File: src/rtl/sfe_pkg.sv
`timescale 1ns/1ps
package sfe_pkg;
    localparam int WORD_W       = 32;
    localparam int ADDR_W       = 4;
    localparam int SEL_W        = 2;
    localparam int CNT_W        = 4;
    localparam int TX_BYTES_MAX = 8;
    localparam int RX_BYTES_MAX = 4;

    localparam int OFS_CTRL = 0;
    localparam int OFS_CMD  = 4;
    localparam int OFS_DATA = 8;
    localparam int BIT_START = 8;

    typedef struct packed {
        logic [SEL_W-1:0] clk_sel;
        logic [1:0]       size;
        logic [CNT_W-1:0] rx_cnt;
        logic [CNT_W-1:0] tx_cnt;
    } ctrl_t;

    typedef enum logic [1:0] {
        ST_IDLE,
        ST_SHIFT,
        ST_GAP
    } seq_e;
endpackage

File: src/rtl/sfe_regs.sv
`timescale 1ns/1ps
module sfe_regs
    import sfe_pkg::*;
#(
    parameter int DW = WORD_W,
    parameter int AW = ADDR_W
) (
    input  logic          clk,
    input  logic          rst_n,
    input  logic          bus_wr,
    input  logic [AW-1:0] bus_addr,
    input  logic [DW-1:0] bus_wdata,
    output logic [DW-1:0] bus_rdata,
    input  logic          busy,
    input  logic          rx_load,
    input  logic [DW-1:0] rx_word,
    output logic          start,
    output ctrl_t         ctrl,
    output logic [DW-1:0] cmd_word,
    output logic [DW-1:0] data_word
);
    typedef struct packed {
        ctrl_t         ctrl;
        logic [DW-1:0] cmd;
        logic [DW-1:0] data;
    } reg_s;

    reg_s q, d;

    logic sel_ctrl, sel_cmd, sel_data;

    always_comb begin
        sel_ctrl = (bus_addr == AW'(OFS_CTRL));
        sel_cmd  = (bus_addr == AW'(OFS_CMD));
        sel_data = (bus_addr == AW'(OFS_DATA));
    end

    always_comb begin
        d     = q;
        start = 1'b0;
        if (bus_wr && !busy) begin
            if (sel_ctrl) begin
                d.ctrl.tx_cnt  = bus_wdata[3:0];
                d.ctrl.rx_cnt  = bus_wdata[7:4];
                d.ctrl.size    = bus_wdata[18:17];
                d.ctrl.clk_sel = bus_wdata[25:24];
                start          = bus_wdata[BIT_START] && (bus_wdata[3:0] != 4'd0);
            end else if (sel_cmd) begin
                d.cmd = bus_wdata;
            end else if (sel_data) begin
                d.data = bus_wdata;
            end
        end
        if (rx_load) begin
            d.data = rx_word;
        end
    end

    always_ff @(posedge clk or negedge rst_n) begin
        if (!rst_n) begin
            q <= '0;
        end else begin
            q <= d;
        end
    end

    always_comb begin
        bus_rdata = '0;
        if (sel_ctrl) begin
            bus_rdata[3:0]   = q.ctrl.tx_cnt;
            bus_rdata[7:4]   = q.ctrl.rx_cnt;
            bus_rdata[16]    = busy;
            bus_rdata[18:17] = q.ctrl.size;
            bus_rdata[25:24] = q.ctrl.clk_sel;
        end else if (sel_cmd) begin
            bus_rdata = q.cmd;
        end else if (sel_data) begin
            bus_rdata = q.data;
        end
    end

    assign ctrl      = q.ctrl;
    assign cmd_word  = q.cmd;
    assign data_word = q.data;

    // the configuration stays frozen across a write made while busy
    assert_cfg_frozen_R10: assert property (@(posedge clk) disable iff (!rst_n)
        (busy && bus_wr) |=> ($stable(q.cmd) && $stable(q.ctrl)));

    // a received word arrives only while a command is still marked busy
    assert_load_in_busy_R6: assert property (@(posedge clk) disable iff (!rst_n)
        rx_load |-> busy);
endmodule

File: src/rtl/sfe_clkdiv.sv
`timescale 1ns/1ps
module sfe_clkdiv #(
    parameter int SEL_W = 2
) (
    input  logic             clk,
    input  logic             rst_n,
    input  logic             run,
    input  logic [SEL_W-1:0] sel,
    output logic             tick
);
    localparam int MAX_LOG = (1 << SEL_W) - 1;
    localparam int CW      = (MAX_LOG < 1) ? 1 : MAX_LOG;

    logic [CW-1:0] cnt_q, cnt_d;
    logic [CW-1:0] lim;

    always_comb begin
        lim   = CW'((32'd1 << sel) - 32'd1);
        tick  = run && (cnt_q == lim);
        cnt_d = cnt_q + CW'(1);
        if (!run || tick) begin
            cnt_d = '0;
        end
    end

    always_ff @(posedge clk or negedge rst_n) begin
        if (!rst_n) begin
            cnt_q <= '0;
        end else begin
            cnt_q <= cnt_d;
        end
    end

    // the half-period counter never passes the selected limit
    assert_div_bound_R8: assert property (@(posedge clk) disable iff (!rst_n)
        run |-> (cnt_q <= lim));

    // each half period restarts from zero
    assert_div_wrap_R8: assert property (@(posedge clk) disable iff (!rst_n)
        tick |=> (cnt_q == '0));
endmodule

File: src/rtl/sfe_shifter.sv
`timescale 1ns/1ps
module sfe_shifter
    import sfe_pkg::*;
#(
    parameter int DW     = WORD_W,
    parameter int MAX_TX = TX_BYTES_MAX,
    parameter int MAX_RX = RX_BYTES_MAX,
    parameter int CW     = CNT_W,
    parameter int SW     = SEL_W
) (
    input  logic          clk,
    input  logic          rst_n,
    input  logic          start,
    input  logic [CW-1:0] tx_cnt,
    input  logic [CW-1:0] rx_cnt,
    input  logic [DW-1:0] cmd_word,
    input  logic [DW-1:0] data_word,
    input  logic          tick,
    input  logic [SW-1:0] clk_sel,
    input  logic          spi_miso,
    output logic          busy,
    output logic          sclk,
    output logic          cs_n,
    output logic          mosi,
    output logic          rx_load,
    output logic [DW-1:0] rx_word
);
    localparam int TXV_W = 8 * MAX_TX;
    localparam int BIT_W = $clog2(8 * (MAX_TX + MAX_RX) + 1);
    localparam int RXP_W = $clog2(DW);

    typedef struct packed {
        seq_e             st;
        logic             sclk;
        logic             cs_n;
        logic             gap_half;
        logic             rx_en;
        logic [BIT_W-1:0] bit_idx;
        logic [BIT_W-1:0] tx_bits;
        logic [BIT_W-1:0] tot_bits;
        logic [TXV_W-1:0] tx_sh;
        logic [DW-1:0]    rx_word;
    } seq_s;

    localparam seq_s SEQ_RST = '{st: ST_IDLE, sclk: 1'b0, cs_n: 1'b1, gap_half: 1'b0,
                                 rx_en: 1'b0, bit_idx: '0, tx_bits: '0, tot_bits: '0,
                                 tx_sh: '0, rx_word: '0};

    seq_s q, d;

    logic [CW-1:0]    tx_n, rx_n;
    logic [BIT_W-1:0] tx_bits_n, tot_bits_n;
    logic [TXV_W-1:0] tx_vec;
    logic [RXP_W-1:0] rx_rel, rx_pos;

    // send order: opcode, address high to low, then data bytes low to high
    for (genvar k = 0; k < MAX_TX; k++) begin : g_txb
        if (k == 0) begin : g_op
            assign tx_vec[TXV_W-1-8*k -: 8] = cmd_word[7:0];
        end else if (k < 4) begin : g_adr
            assign tx_vec[TXV_W-1-8*k -: 8] = cmd_word[8*(4-k) +: 8];
        end else begin : g_dat
            assign tx_vec[TXV_W-1-8*k -: 8] = data_word[8*(k-4) +: 8];
        end
    end

    always_comb begin
        tx_n       = (tx_cnt > CW'(MAX_TX)) ? CW'(MAX_TX) : tx_cnt;
        rx_n       = (rx_cnt > CW'(MAX_RX)) ? CW'(MAX_RX) : rx_cnt;
        tx_bits_n  = BIT_W'(tx_n) << 3;
        tot_bits_n = (BIT_W'(tx_n) + BIT_W'(rx_n)) << 3;
        rx_rel     = RXP_W'(q.bit_idx - q.tx_bits);
        rx_pos     = {rx_rel[RXP_W-1:3], ~rx_rel[2:0]};
    end

    always_comb begin
        d       = q;
        rx_load = 1'b0;
        unique case (q.st)
            ST_IDLE: begin
                if (start) begin
                    d.st       = ST_SHIFT;
                    d.cs_n     = 1'b0;
                    d.sclk     = 1'b0;
                    d.gap_half = 1'b0;
                    d.bit_idx  = '0;
                    d.tx_bits  = tx_bits_n;
                    d.tot_bits = tot_bits_n;
                    d.rx_en    = (rx_n != '0);
                    d.tx_sh    = tx_vec;
                    d.rx_word  = '0;
                end
            end
            ST_SHIFT: begin
                if (tick) begin
                    if (!q.sclk) begin
                        d.sclk = 1'b1;
                        if (q.bit_idx >= q.tx_bits) begin
                            d.rx_word[rx_pos] = spi_miso;
                        end
                    end else begin
                        d.sclk    = 1'b0;
                        d.bit_idx = q.bit_idx + BIT_W'(1);
                        d.tx_sh   = q.tx_sh << 1;
                        if (q.bit_idx == q.tot_bits - BIT_W'(1)) begin
                            d.st   = ST_GAP;
                            d.cs_n = 1'b1;
                        end
                    end
                end
            end
            ST_GAP: begin
                if (tick) begin
                    if (q.gap_half) begin
                        d.st    = ST_IDLE;
                        rx_load = q.rx_en;
                    end else begin
                        d.gap_half = 1'b1;
                    end
                end
            end
            default: d = SEQ_RST;
        endcase
    end

    always_ff @(posedge clk or negedge rst_n) begin
        if (!rst_n) begin
            q <= SEQ_RST;
        end else begin
            q <= d;
        end
    end

    assign busy    = (q.st != ST_IDLE);
    assign sclk    = q.sclk;
    assign cs_n    = q.cs_n;
    assign mosi    = (q.st == ST_SHIFT) && (q.bit_idx < q.tx_bits) && q.tx_sh[TXV_W-1];
    assign rx_word = q.rx_word;

    // checker: cycles spent deselected while still busy
    logic [5:0] chk_gap_q;
    always_ff @(posedge clk or negedge rst_n) begin
        if (!rst_n) begin
            chk_gap_q <= '0;
        end else if (!(busy && cs_n)) begin
            chk_gap_q <= '0;
        end else if (chk_gap_q != '1) begin
            chk_gap_q <= chk_gap_q + 6'd1;
        end
    end

    // an accepted start shows busy on the next clock
    assert_busy_on_start_R3: assert property (@(posedge clk) disable iff (!rst_n)
        start |=> busy);

    // chip select is high whenever the engine is idle
    assert_idle_deselect_R9: assert property (@(posedge clk) disable iff (!rst_n)
        !busy |-> cs_n);

    // no clock edges while the flash is deselected
    assert_sclk_gated_R7: assert property (@(posedge clk) disable iff (!rst_n)
        cs_n |-> !sclk);

    // a full SCLK period of deselect precedes the end of busy
    assert_gap_len_R9: assert property (@(posedge clk) disable iff (!rst_n)
        $fell(busy) |-> (chk_gap_q >= (6'd2 << clk_sel)));
endmodule

File: src/rtl/sflash_cmd_engine.sv
`timescale 1ns/1ps
module sflash_cmd_engine
    import sfe_pkg::*;
#(
    parameter int DW = WORD_W,
    parameter int AW = ADDR_W
) (
    input  logic          clk,
    input  logic          rst_n,
    input  logic          bus_wr,
    input  logic [AW-1:0] bus_addr,
    input  logic [DW-1:0] bus_wdata,
    output logic [DW-1:0] bus_rdata,
    output logic          spi_sclk,
    output logic          spi_cs_n,
    output logic          spi_mosi,
    input  logic          spi_miso
);
    ctrl_t         ctrl;
    logic [DW-1:0] cmd_word, data_word, rx_word;
    logic          start, busy, rx_load, tick;

    sfe_regs #(.DW(DW), .AW(AW)) u_regs (
        .clk       (clk),
        .rst_n     (rst_n),
        .bus_wr    (bus_wr),
        .bus_addr  (bus_addr),
        .bus_wdata (bus_wdata),
        .bus_rdata (bus_rdata),
        .busy      (busy),
        .rx_load   (rx_load),
        .rx_word   (rx_word),
        .start     (start),
        .ctrl      (ctrl),
        .cmd_word  (cmd_word),
        .data_word (data_word)
    );

    sfe_clkdiv #(.SEL_W(SEL_W)) u_div (
        .clk   (clk),
        .rst_n (rst_n),
        .run   (busy),
        .sel   (ctrl.clk_sel),
        .tick  (tick)
    );

    sfe_shifter #(
        .DW     (DW),
        .MAX_TX (TX_BYTES_MAX),
        .MAX_RX (RX_BYTES_MAX),
        .CW     (CNT_W),
        .SW     (SEL_W)
    ) u_seq (
        .clk       (clk),
        .rst_n     (rst_n),
        .start     (start),
        .tx_cnt    (bus_wdata[3:0]),
        .rx_cnt    (bus_wdata[7:4]),
        .cmd_word  (cmd_word),
        .data_word (data_word),
        .tick      (tick),
        .clk_sel   (ctrl.clk_sel),
        .spi_miso  (spi_miso),
        .busy      (busy),
        .sclk      (spi_sclk),
        .cs_n      (spi_cs_n),
        .mosi      (spi_mosi),
        .rx_load   (rx_load),
        .rx_word   (rx_word)
    );
endmodule

File: config.mk
export PLATFORM = sky130hd
export DESIGN_NAME = sflash_cmd_engine
export DESIGN_NICKNAME = d
export VERILOG_FILES = /design/src/rtl/sfe_pkg.sv /design/src/rtl/sfe_regs.sv /design/src/rtl/sfe_clkdiv.sv /design/src/rtl/sfe_shifter.sv /design/src/rtl/sflash_cmd_engine.sv
export SDC_FILE = /design/constraint.sdc
export NUM_CORES = 1
export LEC_CHECK = 0
export ABC_AREA = 0
export BUFFER_PORTS_ARGS = -buffer_cell sky130_fd_sc_hd__buf_4
export CORE_UTILIZATION = 45
export CTS_CLUSTER_DIAMETER = 100
export DETAILED_ROUTE_END_ITERATION = 8
export PLACE_DENSITY = 0.76
export SETUP_SLACK_MARGIN = 0.2
export SYNTH_ARGS = -nofsm -noshare
export SYNTH_HDL_FRONTEND = slang
export SYNTH_SLANG_ARGS = --single-unit
File: constraint.sdc
create_clock -name clk -period 2.4 [get_ports clk]
set_input_delay 0 -clock clk [delete_from_list [all_inputs] [get_ports clk]]
set_output_delay 0 -clock clk [all_outputs]
set_load 0.005 [all_outputs]
======== After elaboration in Yosys (flattened, before gate mapping) ========
Index checks and enable logic that the tools add are counted.
W data, S select, Z words.
storage, ports and cells
  flip-flop bits (word level) ............. 202
  bits of input ports ..................... 40
  output and inout port bits .............. 35
  word-level logic and storage cells ...... 124
operators by class
  add/subtract/negate cells ............... 6
  order comparisons ....................... 6
  equality and inequality tests ........... 16
  shift operators ......................... 1
  mux-type cells .......................... 47
  bitwise operators ....................... 5
  reduce and logical (&&, ||, !) cells .... 26
operator list
  cell                   count
  $mux W32               9
  $pmux W96 S3           1
  $mux W123              1
  $mux W96               1
  $mux W64               1
  $bwmux W32             1
  $pmux W14 S2           1
  $pmux W7 S3            1
  $mux W8                2
  $mux W7                2
  $mux W4                3
  $ne A2 B2 Y1 const B   6
  $pmux W2 S3            2
  $mux W1                10
  $mux W2                5
  $reduce_and A5 Y1      2
  $reduce_and A3 Y1      3
  $ne A2 B1 Y1 const B   4
  $reduce_and A4 Y1      2
  $reduce_bool A4 Y1     2
  $add A7 B1 Y7 const B  1
  $eq A7 B7 Y1           1
  $ge A7 B7 Y1           1
  $lt A7 B7 Y1           1
  32 further kinds       44

======== Longest topological paths before layout ========
Gate-level depths: netlist (run 1).
  word-level depth ........................ 11
  depth in mapped cells ................... 10
  depth with buffers taken out ............ 9

======== By module ========
From an unflattened synthesis (run 1), not the netlist that was laid out.
second synthesis, totals
  cell total of the unflattened synthesis .. 1,050
  area total of the unflattened synthesis .. 10,319.9 sq um
by module, submodules not included
  module       instances  cells each  area each (sq um)  sequential area each (sq um)
  sfe_shifter  1          647         6,312.3            2,929.1
  sfe_regs     1          385         3,828.7            1,901.8
  sfe_clkdiv   1          18          178.9              75.1

======== Worst setup path before layout (run 1) ========
OpenSTA, ideal clock, no wires.
  kind .................................... reg2reg
  start point ............................. register u_seq.q[121] (netlist name)
  end point ............................... register u_seq.q, in the netlist u_seq.rx_word[10]
  setup time .............................. 0.139 ns
  arrival ................................. 2.224 ns
  required time ........................... 2.261 ns
  slack ................................... 0.037 ns
  cell stages (with the launch flop) ...... 11
  buffers on the path ..................... 3
  period minus slack after synthesis ...... 2.363 ns
  cell sequence ........................... dfrtp_1 > inv_1 > ha_1 > clkbuf_1 > nor2b_1 > a2bb2oi_1 > o211a_1 > buf_6 > clkbuf_1 > nor3_1 > mux2i_1
between the ends
  word-level cells in the longest chain between the ends .. 6
  elaborated cells on any way between the ends .. 15
  those cells by class .................... 6 x eq/ne; 2 x mux; 1 x bitwise; 6 x reduce/logical
ends and longest elaborated chain
  what                                line                text
  start: declaration                  sfe_shifter.sv:49   seq_s q, d;
  start signal: assignment            sfe_shifter.sv:128  q <= SEQ_RST;
  start signal: assignment            sfe_shifter.sv:130  q <= d;
  $reduce_bool A2 Y1                  sfe_shifter.sv:134  assign busy = (q.st != ST_IDLE);
  $logic_not A1 Y1                    sfe_regs.sv:41      if (bus_wr && !busy) begin
  $logic_and A1 B1 Y1                 sfe_regs.sv:41
  $mux W1                             sfe_regs.sv:41
  $ne A2 B2 Y1 (no source line)       --
  $reduce_and A5 Y1 (no source line)  --
Parallel ways exist; a longest one is shown, timed or not.
A chain may end at the register's enable or synchronous reset.

======== Worst setup path in the final report (run 1) ========
  start point ............................. register u_seq.q[106] (netlist name)
  end point ............................... register u_seq.q, in the netlist u_seq.rx_word[15]
between the ends
  word-level cells in the longest chain between the ends .. 10
  elaborated cells on any way between the ends .. 14
  those cells by class .................... 1 x add/sub; 3 x order compare; 1 x eq/ne; 7 x mux; 2 x reduce/logical
ends and longest elaborated chain
  what                                                                line               text
  $sub A5 B5 Y5                                                       sfe_shifter.sv:72  rx_rel = RXP_W'(q.bit_idx - q.tx_bits);
  $lt A5 B6 Y1 (implied by the code) or $ge A5 B1 Y1 (tied branches)  sfe_shifter.sv:99  d.rx_word[rx_pos] = spi_miso;
  $logic_and A1 B1 Y1 (implied by the code)                           sfe_shifter.sv:99
  $mux W1 (implied by the code)                                       sfe_shifter.sv:99
  $demux W1 S5                                                        --
  $bwmux W32                                                          sfe_shifter.sv:99
  $mux W32                                                            sfe_shifter.sv:98  if (q.bit_idx >= q.tx_bits) begin
  $mux W32                                                            sfe_shifter.sv:96  if (!q.sclk) begin
  $mux W96                                                            sfe_shifter.sv:95  if (tick) begin
  $pmux W96 S3                                                        sfe_shifter.sv:79  unique case (q.st)
Parallel ways exist; a longest one is shown, timed or not. The select of a mux whose other input is x is not followed.

==> flow_summary.json, run 1 <==
{
  "vdd_drop_max_mv": 0.751,
  "final_antenna_net_count": 0,
  "crit_start": "u_seq.q[106]$_DFFE_PN0P_",
  "ys_seq_area_share_pct": 48.2,
  "synth_edf_count": 0,
  "n_antenna_cell": 0,
  "holdWs_ns": 0.0946,
  "slew_violations": 0,
  "cp-endpoint": "u_seq.rx_word[15]$_DFFE_PN0P_",
  "leakage_nw": 6.25,
  "cts_root_buffer": "clkbuf_16",
  "r2r_setup_slack_ns": -0.02,
  "tightestPinTransition_ns": 0.727,
  "antenna_found_initial": 0,
  "end_kind": "register",
  "cp_slowest_cell": "fa_2",
  "layout_common_cells": "dfrtp_1 (192), a21oi_1 (143), buf_4 (120), nand2_1 (103), inv_1 (77)",
  "synth_top_area_share_pct": 47.9,
  "drcViolationCount": 5,
  "cp-start-kind": "register",
  "grt_pass1_vias": 9250,
  "rsz0062_at_grt": "yes",
  "crit_chain": "ha_4, inv_2, fa_2, buf_12, nor3_4, nand2_1, nor3_4, mux2i_1",
  "cts_buffer_depth": 2,
  "synth_area_um2": 10200,
  "final.period_utilization_pct": 101,
  "hold_viol": 0,
  "period_minus_slack_ns": 2.42,
  "synth_cells": 1045,
  "insertion_delay_ns": 0.44,
  "avgSynthCellArea_um2": 9.74,
  "vias": 9420,
  "cts_buffers": 17,
  "fp.dieH_um": 152,
  "die_w_um": 152,
  "violations": "DRC, setup timing",
  "io_pins": 75,
  "grt_overflow": 0,
  "yosys-top-cells-area": "dfrtp_1 (48%), a21oi_1 (7.1%), mux2_2 (5.1%)",
  "start_util_pct": 46.2,
  "n_fill_cell": 1560,
  "reg2reg_depth": 8,
  "synth_compound_area_share_pct": 22.8,
  "skew_ns": 0.00914,
  "final_common_cell": "dfrtp_1",
  "core_area_um2": 22000,
  "setup_violations": 8,
  "synth_top_family_by_area": "compound AO/OA/AOI/OAI gates",
  "arrival_ns": 2.77,
  "cp_common_cell": "nor3_4",
  "synth-xor-area-share_pct": 0.602,
  "synth_cell_types": 56,
  "wl_um": 34800,
  "power_density_nw_per_um2": 1510,
  "timing.rr.end": "u_seq.rx_word[15]$_DFFE_PN0P_",
  "dieArea_um2": 23200,
  "htree_levels": 4,
  "cts.sinks": 196,
  "slowest_delay_ns": 0.54,
  "grt_max_degree": 59,
  "dpl.hpwl_um": 18100,
  "maxCapViolCount": 0,
  "seq_area_um2": 4910,
  "routedWlPerCell_um": 23.6,
  "drive_above_1_share_pct": 28.5,
  "ys_ff_latch": 196,
  "yosys.area_share.adder_pct": 2.48,
  "synth.largest_area_cell": "dfrtp_1",
  "areaGrowthSynthToFinish_pct": 33.2,
  "power_mw": 20.5,
  "synth_nets": 1104,
  "clk_pin_slew_ns": 0.07,
  "drtPass1Iterations": 9,
  "gp_congestion": 0.811,
  "synth-async-reset-ratio_pct": 100,
  "grt_pass1_wl_um": 51700,
  "port_buffers": 74,
  "grt_util_all_layers_pct": 28.6,
  "fin_tns_setup_ns": -0.0609,
  "status": "finished with violations",
  "drtIter0Drc": 1082,
  "hp-class": "input pin to asynchronous set/reset pin",
  "rr_startpoint": "u_seq.q[106]$_DFFE_PN0P_",
  "cts_tree": "done",
  "fmax_mhz": 414,
  "yosys_warnings": 0,
  "fp-row-count": 54,
  "critical_path_class": "register to register",
  "synth-simple-area-share_pct": 10.5,
  "synth_mux_area_share_pct": 8.63,
  "relSlewSlack_pct": 50.9,
  "multi_input_area_um2": 5120,
  "layout.nets": 1238,
  "required_ns": 2.75,
  "vias_per_cell": 6.40,
  "critPathMaxFanout": 5,
  "synth-main-ff-cell": "dfrtp_1",
  "layout_setup_ws_ns": -0.0175
}
-- cell usage after synthesis (all sizes together), types with 6 or more instances --
cell type	n
a21o	34
a21oi	145
a22o	32
a22oi	20
a2bb2oi	63
buf	24
clkbuf	62
dfrtp	195
ha	17
inv	82
mux2	46
mux2i	36
nand2	104
nor2	43
nor3	39
o21ai	27
o31ai	6
or3	8
xnor2	6
-- routing by layer --
metal	global-route usage, %	up-vias	wire length [um]
li1	-	3958	-
met1	35.6	4657	13300
met3	5.57	161	3010
met2	46.7	644	16500
met5	0	-	0
met4	16.7	0	1970
-- how the worst min path moves through the flow --
stage	from	end	slack (ns)
after detailed placement	rst_n	u_seq.q[94]$_DFFE_PN0P_	0.002
after global routing	spi_miso	u_seq.rx_word[31]$_DFFE_PN0P_	0.11
after CTS	spi_miso	u_seq.rx_word[14]$_DFFE_PN0P_	0.07
after floorplan	rst_n	u_div.cnt_q[0]$_DFF_PN0_	-0.30
after global placement	rst_n	u_seq.q[93]$_DFFE_PN0P_	-0.0005
final	rst_n	u_seq.q[94]$_DFFE_PN0P_	0.09
-- registers in the layout, indices dropped and copies added (netlist names) --
signal / cells
u_seq.q: 83
u_regs.cmd_word: 32
u_regs.data_word: 32
u_seq.rx_word: 32
u_regs.ctrl: 12
u_div.cnt_q: 3
u_seq.cs_n: 1
u_seq.sclk: 1
-- where the power goes --
group / total, mW / switching, mW / internal [mW]
logic: 11.2 / 5.80 / 5.41
registers: 5.74 / 1.08 / 4.67
clock network: 3.50 / 1.31 / 2.19
total: 20.5 / 8.18 / 12.3
-- final cells by class --
| class | count | share of cell area, % |
|---|---|---|
| Clock buffer | 18 | 3.24 |
| Clock inverter | 13 | 2.04 |
| Inverter | 82 | 2.27 |
| Multi-Input combinational cell | 681 | 37.7 |
| Sequential cell | 196 | 36.2 |
| Tap cell | 280 | 2.58 |
| Timing Repair Buffer | 201 | 16.0 |
-- worst max-delay path, delay by kind of cell, from the launching register on --
| family | cells | cell delay, ns |
|---|---|---|
| fa+ha+maj | 2 | 0.73 |
| simple gates | 3 | 0.65 |
| flops | 1 | 0.44 |
| buf+inv | 2 | 0.26 |
| mux | 1 | 0.24 |
-- through the flow --
stage | instance area, um^2 | std cells | utilization [%] | setup slack [ns]
detailed placement | 11300 | 1369 | 51.3 | -0.0568
global route | 13600 | 1471 | 61.6 | -0.0635
global placement | 11300 | 1369 | 51.3 | 0.00763
floorplan | 10200 | 1045 | - | 0.197
CTS | 13200 | 1462 | 60.0 | 0.0922
finish | 13600 | 1471 | 61.6 | -0.0175
-- cell families (layout without fill, tap and decap cells) --
| group | after synthesis | in the layout |
|---|---|---|
| xor+xnor | 7 | 7 |
| mux | 82 | 82 |
| buf+inv | 168 | 314 |
| flops | 196 | 196 |
| simple gates | 230 | 230 |
| fa+ha+maj | 19 | 19 |
| compound gates | 343 | 343 |
-- what timing repair did --
item,in CTS,in global routing
hold buffers,33,0
resized for setup,83,54
cloned,14,1
setup buffers,15,8
endpoints found under the setup margin,138,145
pin swaps,40,25
hold endpoints to repair,249,0
Power figures use the tool's default switching activity.
==> inputs of run 2 (changes only) <==
--- a/config.mk
+++ b/config.mk
@@ -5,7 +5,7 @@
 export SDC_FILE = /design/constraint.sdc
 export NUM_CORES = 1
 export LEC_CHECK = 0
-export ABC_AREA = 0
+export ABC_AREA = 1
 export BUFFER_PORTS_ARGS = -buffer_cell sky130_fd_sc_hd__buf_4
 export CORE_UTILIZATION = 45
 export CTS_CLUSTER_DIAMETER = 100
==> run 2 against run 1 <==
Against the previous run: the run now ends clean; total power shrank 23%; global-route usage shrank 2.7 points; final cell count grew 20%; final area shrank 7.3%; fmax grew 13%; worst setup slack gained 0.28 ns; sequential share of layout area grew 2.8 points; largest power group unchanged.
==> flow_summary.json, run 2 <==
{
  "cts_buffer_depth": 2,
  "cp-start-kind": "register",
  "synth-simple-area-share_pct": 31.3,
  "synth_most_common_cell": "nand2_1",
  "grt_overflow": 0,
  "grt_max_degree": 81,
  "ys_top_cells_by_count": "nand2_1 (458), nand3_1 (208), dfrtp_1 (195), inv_1 (105), o21ai_0 (105)",
  "drtIter0Drc": 1045,
  "crit_chain": "inv_1, ha_1, inv_1, fa_2, inv_1, nand2_2, inv_1, nand2_1, nor2_1, a21oi_1, nor2_1, nand4_1, nand2_1",
  "fin_tns_setup_ns": 0,
  "maxCapViolCount": 0,
  "tightestPinTransition_ns": 0.687,
  "crit_buf_inv": 4,
  "ys_ff_latch": 196,
  "grt_pass1_vias": 9647,
  "yosys.area_share.adder_pct": 2.42,
  "multi_input_area_um2": 4790,
  "placed_area_um2": 11300,
  "vdd_drop_max_mv": 0.652,
  "slew_violations": 0,
  "synth_area_um2": 10400,
  "setup_violations": 0,
  "vias_per_cell": 5.83,
  "end_kind": "register",
  "layout.nets": 1526,
  "n_fill_cell": 1980,
  "drtPass1Iterations": 6,
  "stdcell_area_um2": 12600,
  "cts_root_buffer": "clkbuf_16",
  "cts_tree": "done",
  "antenna_found_initial": 0,
  "final_cells": 1763,
  "n_antenna_cell": 0,
  "yosys-top-cells-area": "dfrtp_1 (47%), nand2_1 (16%), nand3_1 (10%)",
  "avgSynthCellArea_um2": 7.51,
  "required_ns": 2.71,
  "ys_seq_area_share_pct": 47.0,
  "synth_nets": 1448,
  "critPathMaxFanout": 5,
  "dpl.hpwl_um": 19000,
  "critical_path_class": "register to register",
  "cts.sinks": 196,
  "slowest_delay_ns": 0.61,
  "fmax_mhz": 468,
  "cp_common_cell": "inv_1",
  "seq_area_um2": 4910,
  "wl_um": 31800,
  "fp.dieH_um": 154,
  "rsz0062_at_grt": "yes",
  "synth_cells": 1389,
  "io_pins": 75,
  "synth-main-ff-cell": "dfrtp_1",
  "hold_viol": 0,
  "final_common_cell": "nand2_1",
  "synth-async-reset-ratio_pct": 100,
  "cp_slowest_cell": "fa_2",
  "drive_above_1_share_pct": 11.9,
  "synth_mux_area_share_pct": 0,
  "start_util_pct": 45.9,
  "synth_compound_area_share_pct": 10.7,
  "routedWlPerCell_um": 18.0,
  "skew_ns": 0.00889,
  "dp_cells": 1684,
  "holdWs_ns": 0.0983,
  "period_minus_slack_ns": 2.14,
  "dieArea_um2": 23800,
  "yosys_warnings": 0,
  "fp-row-count": 55,
  "largest_reg_flops": 83,
  "layout_common_cells": "nand2_1 (453), nand3_1 (208), dfrtp_1 (195), inv_1 (105), o21ai_0 (105)",
  "final_antenna_net_count": 0,
  "areaGrowthSynthToFinish_pct": 20.6,
  "hp-class": "input pin to register",
  "htree_levels": 4,
  "cts_buffers": 17,
  "status": "finished clean",
  "synth.largest_area_cell": "dfrtp_1",
  "final.period_utilization_pct": 89.1,
  "synth_cell_types": 36,
  "grt_util_all_layers_pct": 25.9,
  "synth_edf_count": 0,
  "insertion_delay_ns": 0.43,
  "cp_top_family": "adder cells",
  "die_w_um": 154,
  "power_density_nw_per_um2": 1250,
  "grt_pass1_wl_um": 49300,
  "synth-xor-area-share_pct": 0.504,
  "port_buffers": 74,
  "clk_pin_slew_ns": 0.07,
  "synth_top_family_by_area": "simple AND/OR/NAND/NOR gates",
  "synth_top_area_share_pct": 46.8,
  "drcViolationCount": 0,
  "vias": 10272,
  "relSlewSlack_pct": 54.1,
  "arrival_ns": 2.45,
  "gp_congestion": 0.853,
  "leakage_nw": 6.07,
  "largest_register": "u_seq.q",
  "core_area_um2": 22700
}
-- run 2: cell types whose count changed in the layout (fill, tap and decap cells not counted), moves of 34 or more --
cell / previous run / this run
a21o_1: 34 / 0
a21oi_1: 143 / 34
mux2_2: 45 / 0
mux2i_1: 36 / 0
nand2_1: 103 / 453
nand3_1: 4 / 208
nand4_1: 2 / 36
o21ai_0: 26 / 105
-- run 2: through the flow --
stage                     utilization (%)  worst slack, ns  power (mW)
after floorplan                         -            0.213        9.60
after global placement               49.8            0.262        11.4
after detailed placement             49.8            0.197        11.6
after CTS                            54.3            0.197        14.8
after global routing                 55.4           0.0872        16.7
final                                55.4            0.261        15.7
-- run 2: path summary, 6_finish.rpt --
path	slack (ns)	endpoint	depth (start not counted)	start
setup / recovery	0.26	u_seq.rx_word[0]$_DFFE_PN0P_	13	u_seq.q[113]$_DFFE_PN0P_
hold / removal	0.1	u_regs.ctrl[2]$_DFFE_PN0P_	6	bus_wr
setup reg to reg	0.26	u_seq.rx_word[0]$_DFFE_PN0P_	13	u_seq.q[113]$_DFFE_PN0P_
hold reg to reg	0.48	u_seq.q[49]$_DFFE_PN0P_	2	u_seq.q[49]$_DFFE_PN0P_
max in group asynchronous	1.42	u_seq.rx_word[5]$_DFFE_PN0P_	3	rst_n
min in group asynchronous	0.14	u_regs.cmd_word[20]$_DFFE_PN0P_	2	rst_n
-- run 2: cell type report --
cell class	count	area share [%]
flip-flops and latches	196	39.0
multi-input cells	986	38.1
repair buffers	153	11.6
clock buffers	23	3.96
inverters	113	3.37
well taps	285	2.83
clock inverters	7	1.15
-- run 2: logic make-up (layout without fill, tap and decap cells) --
group           after synthesis  after routing
fa+ha+maj                    19             19
simple gates                762            762
xor+xnor                      6              6
compound gates              199            199
buf+inv                     207            296
flops                       196            196
-- run 2: worst reg2reg max path, stage by stage (launching register included) --
cell and delay, ns:
dfrtp_1 0.38, inv_1 0.05, ha_1 0.12, inv_1 0.05, fa_2 0.61, inv_1 0.08
nand2_2 0.10, inv_1 0.07, nand2_1 0.09, nor2_1 0.05, a21oi_1 0.14, nor2_1 0.06
nand4_1 0.15, nand2_1 0.08
-- run 2: timing repair --
item	in CTS	in global routing
hold buffers	37	0
gates resized for setup	1	24
pin swaps	0	4
setup endpoints to repair	3	123
gates cloned	0	5
buffers inserted	0	7
hold endpoints to repair	151	0
-- run 2: per-layer routing --
metal | track usage (%) | wire length, um
met1 | 34.5 | 12900
met2 | 42.4 | 15100
met3 | 3.45 | 2600
met4 | 11.7 | 1190
met5 | 0 | 0
-- run 2: power breakdown --
part	leakage, nW	switching [mW]	internal, mW
clock	0.312	1.25	1.88
combinational	3.31	4.68	2.50
sequential	2.45	0.778	4.64
total	6.07	6.71	9.01
